**src/rtl/legacy_attr_map.sv**
```systemverilog
module legacy_attr_map #(
  parameter int ADDR_W = 20,
  parameter int ATTR_REGS = 7,
  parameter logic [7:0] ATTR_BASE = 8'h59
) (
  input  logic              clk,
  input  logic              rst_n,
  input  logic              cfg_we,
  input  logic [7:0]        cfg_addr,
  input  logic [7:0]        cfg_wdata,
  input  logic [1:0]        cfg_nib_en,
  output logic [7:0]        cfg_rdata,
  input  logic              mem_valid,
  input  logic              mem_write,
  input  logic [ADDR_W-1:0] mem_addr,
  output logic              dram_sel,
  output logic              rom_sel,
  output logic              dram_we
);
  localparam int SEG_W = ADDR_W - 14;
  localparam logic [SEG_W-1:0] OPT_FIRST = SEG_W'((3 << (ADDR_W - 2)) >> 14);
  localparam logic [SEG_W-1:0] TOP_FIRST = SEG_W'((15 << (ADDR_W - 4)) >> 14);

  logic [7:0] attr [ATTR_REGS];

  always_ff @(posedge clk) begin
    if (!rst_n) begin
      for (int i = 0; i < ATTR_REGS; i++) attr[i] <= '0;
    end else if (cfg_we) begin
      for (int i = 0; i < ATTR_REGS; i++) begin
        if (cfg_addr == ATTR_BASE + 8'(i)) begin
          if (cfg_nib_en[0]) attr[i][3:0] <= cfg_wdata[3:0];
          if (cfg_nib_en[1]) attr[i][7:4] <= cfg_wdata[7:4];
        end
      end
    end
  end

  always_comb begin
    cfg_rdata = '0;
    for (int i = 0; i < ATTR_REGS; i++)
      if (cfg_addr == ATTR_BASE + 8'(i)) cfg_rdata = attr[i];
  end

  wire [SEG_W-1:0] seg    = mem_addr[ADDR_W-1:14];
  wire             in_top = seg >= TOP_FIRST;
  wire             in_opt = (seg >= OPT_FIRST) && !in_top;
  wire             ctl    = in_top || in_opt;
  wire [3:0]       idx    = in_top ? 4'd1 : 4'd2 + 4'(seg - OPT_FIRST);

  logic [7:0] sel_reg;
  always_comb begin
    sel_reg = '0;
    for (int i = 0; i < ATTR_REGS; i++)
      if (idx[3:1] == 3'(i)) sel_reg = attr[i];
  end

  wire [3:0] field = idx[0] ? sel_reg[7:4] : sel_reg[3:0];
  wire       rd_ok = !ctl || field[0];
  wire       wr_ok = !ctl || field[1];
  wire       ok    = mem_write ? wr_ok : rd_ok;

  assign dram_sel = mem_valid && ok;
  assign rom_sel  = mem_valid && !ok;
  assign dram_we  = mem_valid && mem_write && wr_ok;
endmodule


```
**config.mk**
```make
export PLATFORM = sky130hd
export DESIGN_NAME = legacy_attr_map
export DESIGN_NICKNAME = d
export VERILOG_FILES = /design/src/rtl/legacy_attr_map.sv
export SDC_FILE = /design/constraint.sdc
export NUM_CORES = 1
export LEC_CHECK = 0
export ABC_AREA = 0
export BUFFER_PORTS_ARGS = -buffer_cell sky130_fd_sc_hd__buf_2
export CORE_UTILIZATION = 40
export CTS_CLUSTER_DIAMETER = 120
export CTS_CLUSTER_SIZE = 8
export DETAILED_ROUTE_END_ITERATION = 8
export SYNTH_ARGS = -nofsm -noshare
export SYNTH_HDL_FRONTEND = slang
export SYNTH_SLANG_ARGS = --single-unit
export TNS_END_PERCENT = 50
```
**constraint.sdc**
```tcl
create_clock -name clk -period 3.7 [get_ports clk]
set_clock_uncertainty 0.15 [all_clocks]
set_input_delay 0.555 -clock clk [delete_from_list [all_inputs] [get_ports clk]]
set_output_delay 0.555 -clock clk [all_outputs]
set_load 0.01 [all_outputs]
```
==> results of run 1 <==
-- cells in the mapped netlist, drive strengths merged, types with 5 or more instances --
library cell  instances  area share [%]
nand2                53             6.4
o21ai                 8             1.3
inv                  11             1.3
nand3                 7             1.1
a21oi                16             2.5
edfxtp               56              53
mux2                 11             3.9
a22oi                 6             1.4
clkbuf                5            0.60
buf                   9             1.5
nor2b                10             2.0
o21bai                5             1.2
nor2                 54             6.4
a22o                  8             2.2
-- worst min path at each step --
stage	depth (start not counted)	from	to
finish	3	cfg_wdata[5]	attr[6][5]
detailed placement	3	cfg_wdata[5]	attr[6][5]
global placement	3	cfg_wdata[5]	attr[6][5]
global route	3	cfg_wdata[0]	attr[6][0]
CTS	3	cfg_wdata[5]	attr[6][5]
floorplan	2	rst_n	attr[6][1]
-- kinds of logic after synthesis --
family | count (synthesis) | synth area share, %
adders and majority gates | 1 | 0.398
xor gates and xnor gates | 2 | 0.795
buffers and inverters | 25 | 3.42
muxes | 14 | 4.89
and+or+nand+nor | 146 | 21.1
AOI/OAI and AO/OA | 71 | 16.0
DFF | 56 | 53.4
-- metrics by stage --
stage	setup WS, ns	area, um2	total power, uW	util (%)	hold slack [ns]
2_1_floorplan	0.943	3150	873	-	0.677
5_1_grt	0.280	3550	1360	47.9	0.568
6_report	0.425	3550	1320	47.9	0.525
4_1_cts	0.433	3550	1320	47.9	0.512
3_5_place_dp	0.446	3440	934	46.5	0.842
3_3_place_gp	0.475	3440	931	46.5	0.838
-- cell type report --
class,instances,area (um2),area share [%]
flip-flops and latches,56,1680,47.3
multi-input cells,234,1360,38.2
repair buffers,45,240,6.76
well taps,99,124,3.49
clock buffers,6,72.6,2.04
inverters,11,41.3,1.16
clock inverters,2,35.0,0.986
-- layer usage --
layer / track usage, % / share of wire, % / wire length, um / vias to the layer above
li1: - / - / - / 1233
met1: 27.1 / 48 / 3570 / 1183
met5: 0 / 0 / 0 / -
met3: 2.61 / 6.4 / 477 / 10
met4: 6.05 / 1.6 / 120 / 0
met2: 29.8 / 44 / 3250 / 87
-- power groups by stage --
stage	logic, uW	registers, uW	clock network (uW)
floorplan	118	754	0
global placement	170	761	0
detailed placement	172	762	0
CTS	173	748	401
global route	193	752	417
finish	173	748	396
==> flow_summary.toml, run 1 <==
[layout]
syn_to_final_growth_pct = 12.9
largest-register = "attr"
mostFrequentLayoutCells = "edfxtp_1 (56), nor2_1 (54), nand2_1 (52), buf_2 (39), a21oi_1 (16)"
final_common_cell = "edfxtp_1"
fin_nets = 397
drive_above_1_share_pct = 19.5
nFillCells = 691
top_regs = "attr (56)"
n_antenna_cell = 0
final_cell_count_no_fill = 453
largest_reg_flops = 56

[clock_tree]
cts_hold_buffers = 0
clk_root_buffer_cell = "clkbuf_8"
cts_tree = "done"
clockBufferDepth = 2
cts_buffers = 5
cts_num_sinks = 56
cts_setup_buffers = 0
clkSlewWorstSetupHoldPaths_ns = 0.10
h-tree-depth = 2
cts-resized-gates = 0

[yosys]
syn_area_mm2 = 0.00315
syn_inst = 315
syn-num-nets = 359
yosys_register_bits = 56
synthFlopType = "edfxtp_1"
synth_edf_count = 56
synth.avg_cell_area_um2 = 9.99
async_reset_ff_share_pct = 0
yosysUniqueCellTypes = 51
yosys_warnings = 0
yosysSeqAreaShare_pct = 53.4

[critical_path]
cp.required_ns = 2.99
path_cells = "buf_2 -> ha_1 -> nor2_1 -> a221o_1 -> a221oi_1 -> o221a_2 -> nor4b_1 -> a31o_1 -> buf_2"
startpoint = "mem_addr[16]"
cp.arrival_ns = 2.57
crit_path_frequent_cell = "buf_2"
endpoint = "rom_sel"
crit_path_start_kind = "primary input"
cp_slowest_cell = "ha_1"
cp_num_buf_inv = 2
path_max_fanout = 16
cpLargestDelayFamily = "compound AO/OA/AOI/OAI gates"
cp.depth = 9
worstSetupPathType = "in -> out"
critical_path.max_stage_delay_ns = 0.57
cp-end-kind = "output port"

[placed_design]
dp.cells = 445
placement.io_buffers = 39
routabilityCongestion = 0.787
dp_hpwl_mm = 5.53

[global_route]
grt.total_usage_pct = 19.0
grt-ovfl-total = 0
grt_start_max_net_pins = 29
antenna_found_initial = 0
grt_pass1_wl_mm = 12.2
first_global_vias = 2388

[power]
p_leak_uw = 0.00135
p_clk_share_pct = 30.1
worst_ir_drop_vdd_mv = 0.219
pwr-share-comb_pct = 13.1
netSwitchingPower_uw = 316
internal-power_uw = 1000
p_per_area_mw_per_mm2 = 371
switching_share_pct = 24.0
seq_power_share_pct = 56.8

[floorplan]
die_y_um = 90.7
ioPinCount = 54
core-area_mm2 = 0.00741
start_util_pct = 42.5
die_area_mm2 = 0.00823
rows = 31
die_w_um = 90.7

[routing]
routed_via_density = 5.55
dr.pass1.iters = 5
ant_nets = 0
wl_mm = 7.42
drtIter0Drc = 183
drc = 0
routedWlPerCell_um = 16.4
vias = 2513

[timing]
max_slew_margin_pct = 60.8
fin_setup_tns_ns = 0
finalSetupViolCount = 0
fin_crit_sh_pct = 88.5
final-hold-violation-count = 0
tightest_slew_ns = 0.586
finalCriticalPeriod_ns = 3.27
final_max_slew_viol_count = 0
max_freq_mhz = 305
rsz0062_at_grt = "no"

[run_status]
outcome = "completed"

[job]
max_cap_viol_count = 0

[min_path]
hold_path_class = "in -> reg"
Note: power is estimated with default switching activity, not from simulation.
==> inputs of run 2 (changes only) <==
--- a/config.mk
+++ b/config.mk
@@ -11,6 +11,7 @@
 export CTS_CLUSTER_DIAMETER = 120
 export CTS_CLUSTER_SIZE = 8
 export DETAILED_ROUTE_END_ITERATION = 8
+export GPL_TIMING_DRIVEN = 0
 export SYNTH_ARGS = -nofsm -noshare
 export SYNTH_HDL_FRONTEND = slang
 export SYNTH_SLANG_ARGS = --single-unit
==> run 2 against run 1 <==
Setup slack improved by 0.0064 ns. Power increased by 5.3%. Sequential share of layout area decreased by 0.36 points. Hold slack got worse by 0.019 ns. Die area unchanged. Routed wire length increased by 5.0%. Core utilization increased by 0.37 points. Clock power increased by 17%. Maximum frequency increased by 0.20%. Sequential power about the same. Critical endpoint unchanged. Largest cell class unchanged.
==> flow_summary.toml, run 2 (synthesized netlist as in run 1, its figures left out) <==
[floorplan]
core-area_mm2 = 0.00741
die_area_mm2 = 0.00823
rows = 31
die_y_um = 90.7
start_util_pct = 42.5
ioPinCount = 54
die_w_um = 90.7

[layout]
drive_above_1_share_pct = 18.4
design_area_mm2 = 0.00358
n_antenna_cell = 0
nFillCells = 706
multi_input_area_mm2 = 0.00136
fin_nets = 402
mostFrequentLayoutCells = "edfxtp_1 (56), nor2_1 (54), nand2_1 (52), buf_2 (41), a21oi_1 (16)"
largest-register = "attr"
post-route-util_pct = 48.3
final_common_cell = "edfxtp_1"
top_regs = "attr (56)"
regArea_mm2 = 0.00168
syn_to_final_growth_pct = 13.8
largest_reg_flops = 56

[critical_path]
path_cells = "buf_2 -> ha_1 -> xnor2_1 -> and3_1 -> a221oi_1 -> o221a_2 -> nor4b_1 -> a31o_1 -> buf_2"
cp-end-kind = "output port"
crit_path_frequent_cell = "buf_2"
cp.depth = 9
cp.arrival_ns = 2.56
worstSetupPathType = "in -> out"
path_max_fanout = 7
critical_path.max_stage_delay_ns = 0.35
cp_num_buf_inv = 2
crit_path_start_kind = "primary input"
cp.required_ns = 2.99
cp_slowest_cell = "xnor2_1"
cpLargestDelayFamily = "simple AND/OR/NAND/NOR gates"

[power]
p_leak_uw = 0.00135
worst_ir_drop_vdd_mv = 0.214
p_per_area_mw_per_mm2 = 387
p_total_uw = 1390

[placed_design]
routabilityCongestion = 0.829
placement.io_buffers = 36
dp_hpwl_mm = 6.02
place_area_mm2 = 0.00345

[clock_tree]
cts_setup_buffers = 0
h-tree-depth = 2
clockBufferDepth = 2
cts_tree = "done"
clkSlewWorstSetupHoldPaths_ns = 0.09
cts_num_sinks = 56
cts_hold_buffers = 0
cts-resized-gates = 0
cts_buffers = 5
clk_root_buffer_cell = "clkbuf_8"

[global_route]
grt.total_usage_pct = 19.5
grt-ovfl-total = 0
grt_start_max_net_pins = 17
antenna_found_initial = 0
first_global_vias = 2375
grt_pass1_wl_mm = 12.5

[routing]
drtIter0Drc = 165
routed_via_density = 5.60
routedWlPerCell_um = 17.0
dr_wl_met2_mm = 3.56
vias = 2558
dr.pass1.iters = 5
dr_wl_met3_um = 330
top_layer = "met4"
drc = 0
ant_nets = 0
wl_mm = 7.79
met1_length_mm = 3.81

[run_status]
outcome = "completed"

[timing]
finalSetupViolCount = 0
final-hold-violation-count = 0
max_slew_margin_pct = 32.3
tightest_slew_ns = 1.01
rsz0062_at_grt = "no"
max_freq_mhz = 306
final_max_slew_viol_count = 0
finalCriticalPeriod_ns = 3.27
fin_setup_tns_ns = 0
fin_crit_sh_pct = 88.3

[min_path]
holdPathStages = 3
hold_path_class = "in -> reg"

[job]
max_cap_viol_count = 0
==> run 2: cell types whose count changed in the layout (fill, tap and decap cells not counted), sizes merged <==
cell | previous run | this run
clkinv | 1 | 0
bufinv | 1 | 2
clkbuf | 6 | 10
==> run 2: metrics by stage <==
step / cells / hold WS [ns] / setup slack [ns]
global route: 457 / 0.558 / 0.238
CTS: 457 / 0.503 / 0.469
finish: 457 / 0.507 / 0.432
detailed placement: 450 / 0.828 / 0.493
floorplan: 315 / 0.677 / 0.943
global placement: 450 / 0.836 / 0.477
==> run 2: path summary, 6_finish.rpt <==
check	start	to	slack, ns
max	mem_addr[15]	rom_sel	0.43
min	cfg_wdata[6]	attr[6][6]	0.51
==> run 2: area by class of cell <==
type	instances	area share [%]
buffer	14	1.85
clock buffer	5	1.92
clock inverter	2	1.68
inverter	11	1.15
multi-input combinational	234	37.9
sequential	56	47.0
tap	99	3.46
timing repair buffer	36	5.03
==> run 2: power breakdown <==
part	total, uW	switching (uW)	internal, uW
Clock	462	196	266
Combinational	174	106	68.4
Sequential	751	19.3	731
Total	1390	320	1070
==> run 2: layer usage <==
metal | vias to the layer above | track usage (%)
met5 | - | 0
met3 | 7 | 2.61
met1 | 1220 | 27.8
li1 | 1238 | -
met4 | 0 | 4.84
met2 | 93 | 31.4
==> inputs of run 3 (changes only) <==
--- a/config.mk
+++ b/config.mk
@@ -7,7 +7,9 @@
 export LEC_CHECK = 0
 export ABC_AREA = 0
 export BUFFER_PORTS_ARGS = -buffer_cell sky130_fd_sc_hd__buf_2
+export CORE_ASPECT_RATIO = 1.75
 export CORE_UTILIZATION = 40
+export CTS_BUF_LIST = sky130_fd_sc_hd__clkbuf_8
 export CTS_CLUSTER_DIAMETER = 120
 export CTS_CLUSTER_SIZE = 8
 export DETAILED_ROUTE_END_ITERATION = 8
==> run 3 against run 2 <==
Global-route usage rose by 0.80 points. Largest cell class unchanged. Core utilization decreased by 1.9 points. Setup slack got worse by 0.034 ns. Clock power shrank 32%. Non-clock buffer count did not move. Routed wire length grew 3.1%. Cell count decreased by 2.4%. Sequential power about the same. Maximum frequency down 1.0%. Via count rose by 1.2%. Power down 11%. Die area grew 0.16%.
==> flow_summary.toml, run 3 (synthesized netlist as in run 1, its figures left out) <==
[run_status]
outcome = "completed"

[routing]
routedWlPerCell_um = 18.0
wl_mm = 8.02
vias = 2588
drtIter0Drc = 139
drc = 0
ant_nets = 0
dr.pass1.iters = 5
routed_via_density = 5.80

[global_route]
first_global_vias = 2582
grt.total_usage_pct = 20.3
grt_start_max_net_pins = 16
grt-ovfl-total = 0
antenna_found_initial = 0
grt_pass1_wl_mm = 12.8

[clock_tree]
h-tree-depth = 2
clk_root_buffer_cell = "clkbuf_8"
clockBufferDepth = 2
cts-resized-gates = 0
cts_tree = "done"
cts_hold_buffers = 0
cts_setup_buffers = 0
cts_buffers = 5
cts_num_sinks = 56
clkSlewWorstSetupHoldPaths_ns = 0.09

[layout]
mostFrequentLayoutCells = "edfxtp_1 (56), nor2_1 (54), nand2_1 (52), buf_2 (41), a21oi_1 (16)"
final_common_cell = "edfxtp_1"
post-route-util_pct = 46.4
n_antenna_cell = 0
largest_reg_flops = 56
nFillCells = 758
syn_to_final_growth_pct = 11.7
top_regs = "attr (56)"
largest-register = "attr"
regArea_mm2 = 0.00168
multi_input_area_mm2 = 0.00136
fin_nets = 402
drive_above_1_share_pct = 18.2

[critical_path]
cp.required_ns = 2.99
cp_num_buf_inv = 2
crit_path_frequent_cell = "buf_2"
crit_path_start_kind = "primary input"
cp-end-kind = "output port"
critical_path.max_stage_delay_ns = 0.37
worstSetupPathType = "in -> out"
path_max_fanout = 7
cpLargestDelayFamily = "simple AND/OR/NAND/NOR gates"
path_cells = "buf_2 -> ha_1 -> xnor2_1 -> and3_1 -> a221oi_1 -> o221a_2 -> nor4b_1 -> a31o_1 -> buf_2"
cp_slowest_cell = "xnor2_1"
cp.arrival_ns = 2.60

[timing]
max_slew_margin_pct = 19.6
max_freq_mhz = 303
fin_setup_tns_ns = 0
hold_ws_ns = 0.529
rsz0062_at_grt = "no"
finalCriticalPeriod_ns = 3.30
tightest_slew_ns = 1.20
fin_crit_sh_pct = 89.3
final-hold-violation-count = 0
finalSetupViolCount = 0
final_max_slew_viol_count = 0

[placed_design]
placement.io_buffers = 36
routabilityCongestion = 0.853
dp_hpwl_mm = 6.12

[power]
p_clk_share_pct = 25.4
switching_share_pct = 25.3
p_per_area_mw_per_mm2 = 353
p_leak_uw = 0.00133
worst_ir_drop_vdd_mv = 0.267
netSwitchingPower_uw = 314
p_total_uw = 1240
pwr-share-comb_pct = 14.3
seq_power_share_pct = 60.3
internal-power_uw = 926

[floorplan]
die_y_um = 119
die_w_um = 69.0
ioPinCount = 54
rows = 42
die_area_mm2 = 0.00824
start_util_pct = 41.6
core-area_mm2 = 0.00757

[job]
max_cap_viol_count = 0

[min_path]
hold_path_class = "in -> reg"
==> run 3: tightest hold or removal path, cell delays in order <==
cell	delay (ns)
buf_2	0.07
nand2_1	0.16
inv_1	0.10
==> run 3: power by group through the flow <==
stage | Combinational [uW] | Sequential (uW) | Clock (uW)
finish | 177 | 748 | 315
global route | 194 | 752 | 337
CTS | 177 | 747 | 315
detailed placement | 176 | 762 | 0
global placement | 174 | 761 | 0
floorplan | 118 | 754 | 0
==> run 3: layout make-up <==
class / instances / share of cell area, %
sequential: 56 / 47.8
multi-input combinational: 234 / 38.6
timing repair buffer: 36 / 5.13
tap: 88 / 3.13
clock buffer: 5 / 1.96
buffer: 14 / 1.89
inverter: 11 / 1.17
clock inverter: 2 / 0.249
==> run 3: path summary, 6_finish.rpt <==
| kind | start | endpoint | slack [ns] | depth (start not counted) |
|---|---|---|---|---|
| worst min-delay path | cfg_wdata[6] | attr[6][6] | 0.53 | 3 |
| worst max-delay path | mem_addr[15] | rom_sel | 0.40 | 9 |
==> run 3: metal layers <==
layer | share of wire, % | track usage (%) | routed length, um
met5 | 0 | 0 | 0
met3 | 5.9 | 2.71 | 471
met4 | 3.8 | 10.8 | 301
met2 | 53 | 36.3 | 4250
met1 | 37 | 23.1 | 3000
==> run 3: stage by stage <==
stage / worst slack, ns / area (um2) / std cells
after CTS: 0.379 / 3510 / 446
after detailed placement: 0.400 / 3440 / 439
after global routing: 0.229 / 3510 / 446
final: 0.398 / 3510 / 446
after global placement: 0.425 / 3440 / 439
after floorplan: 0.943 / 3150 / 315
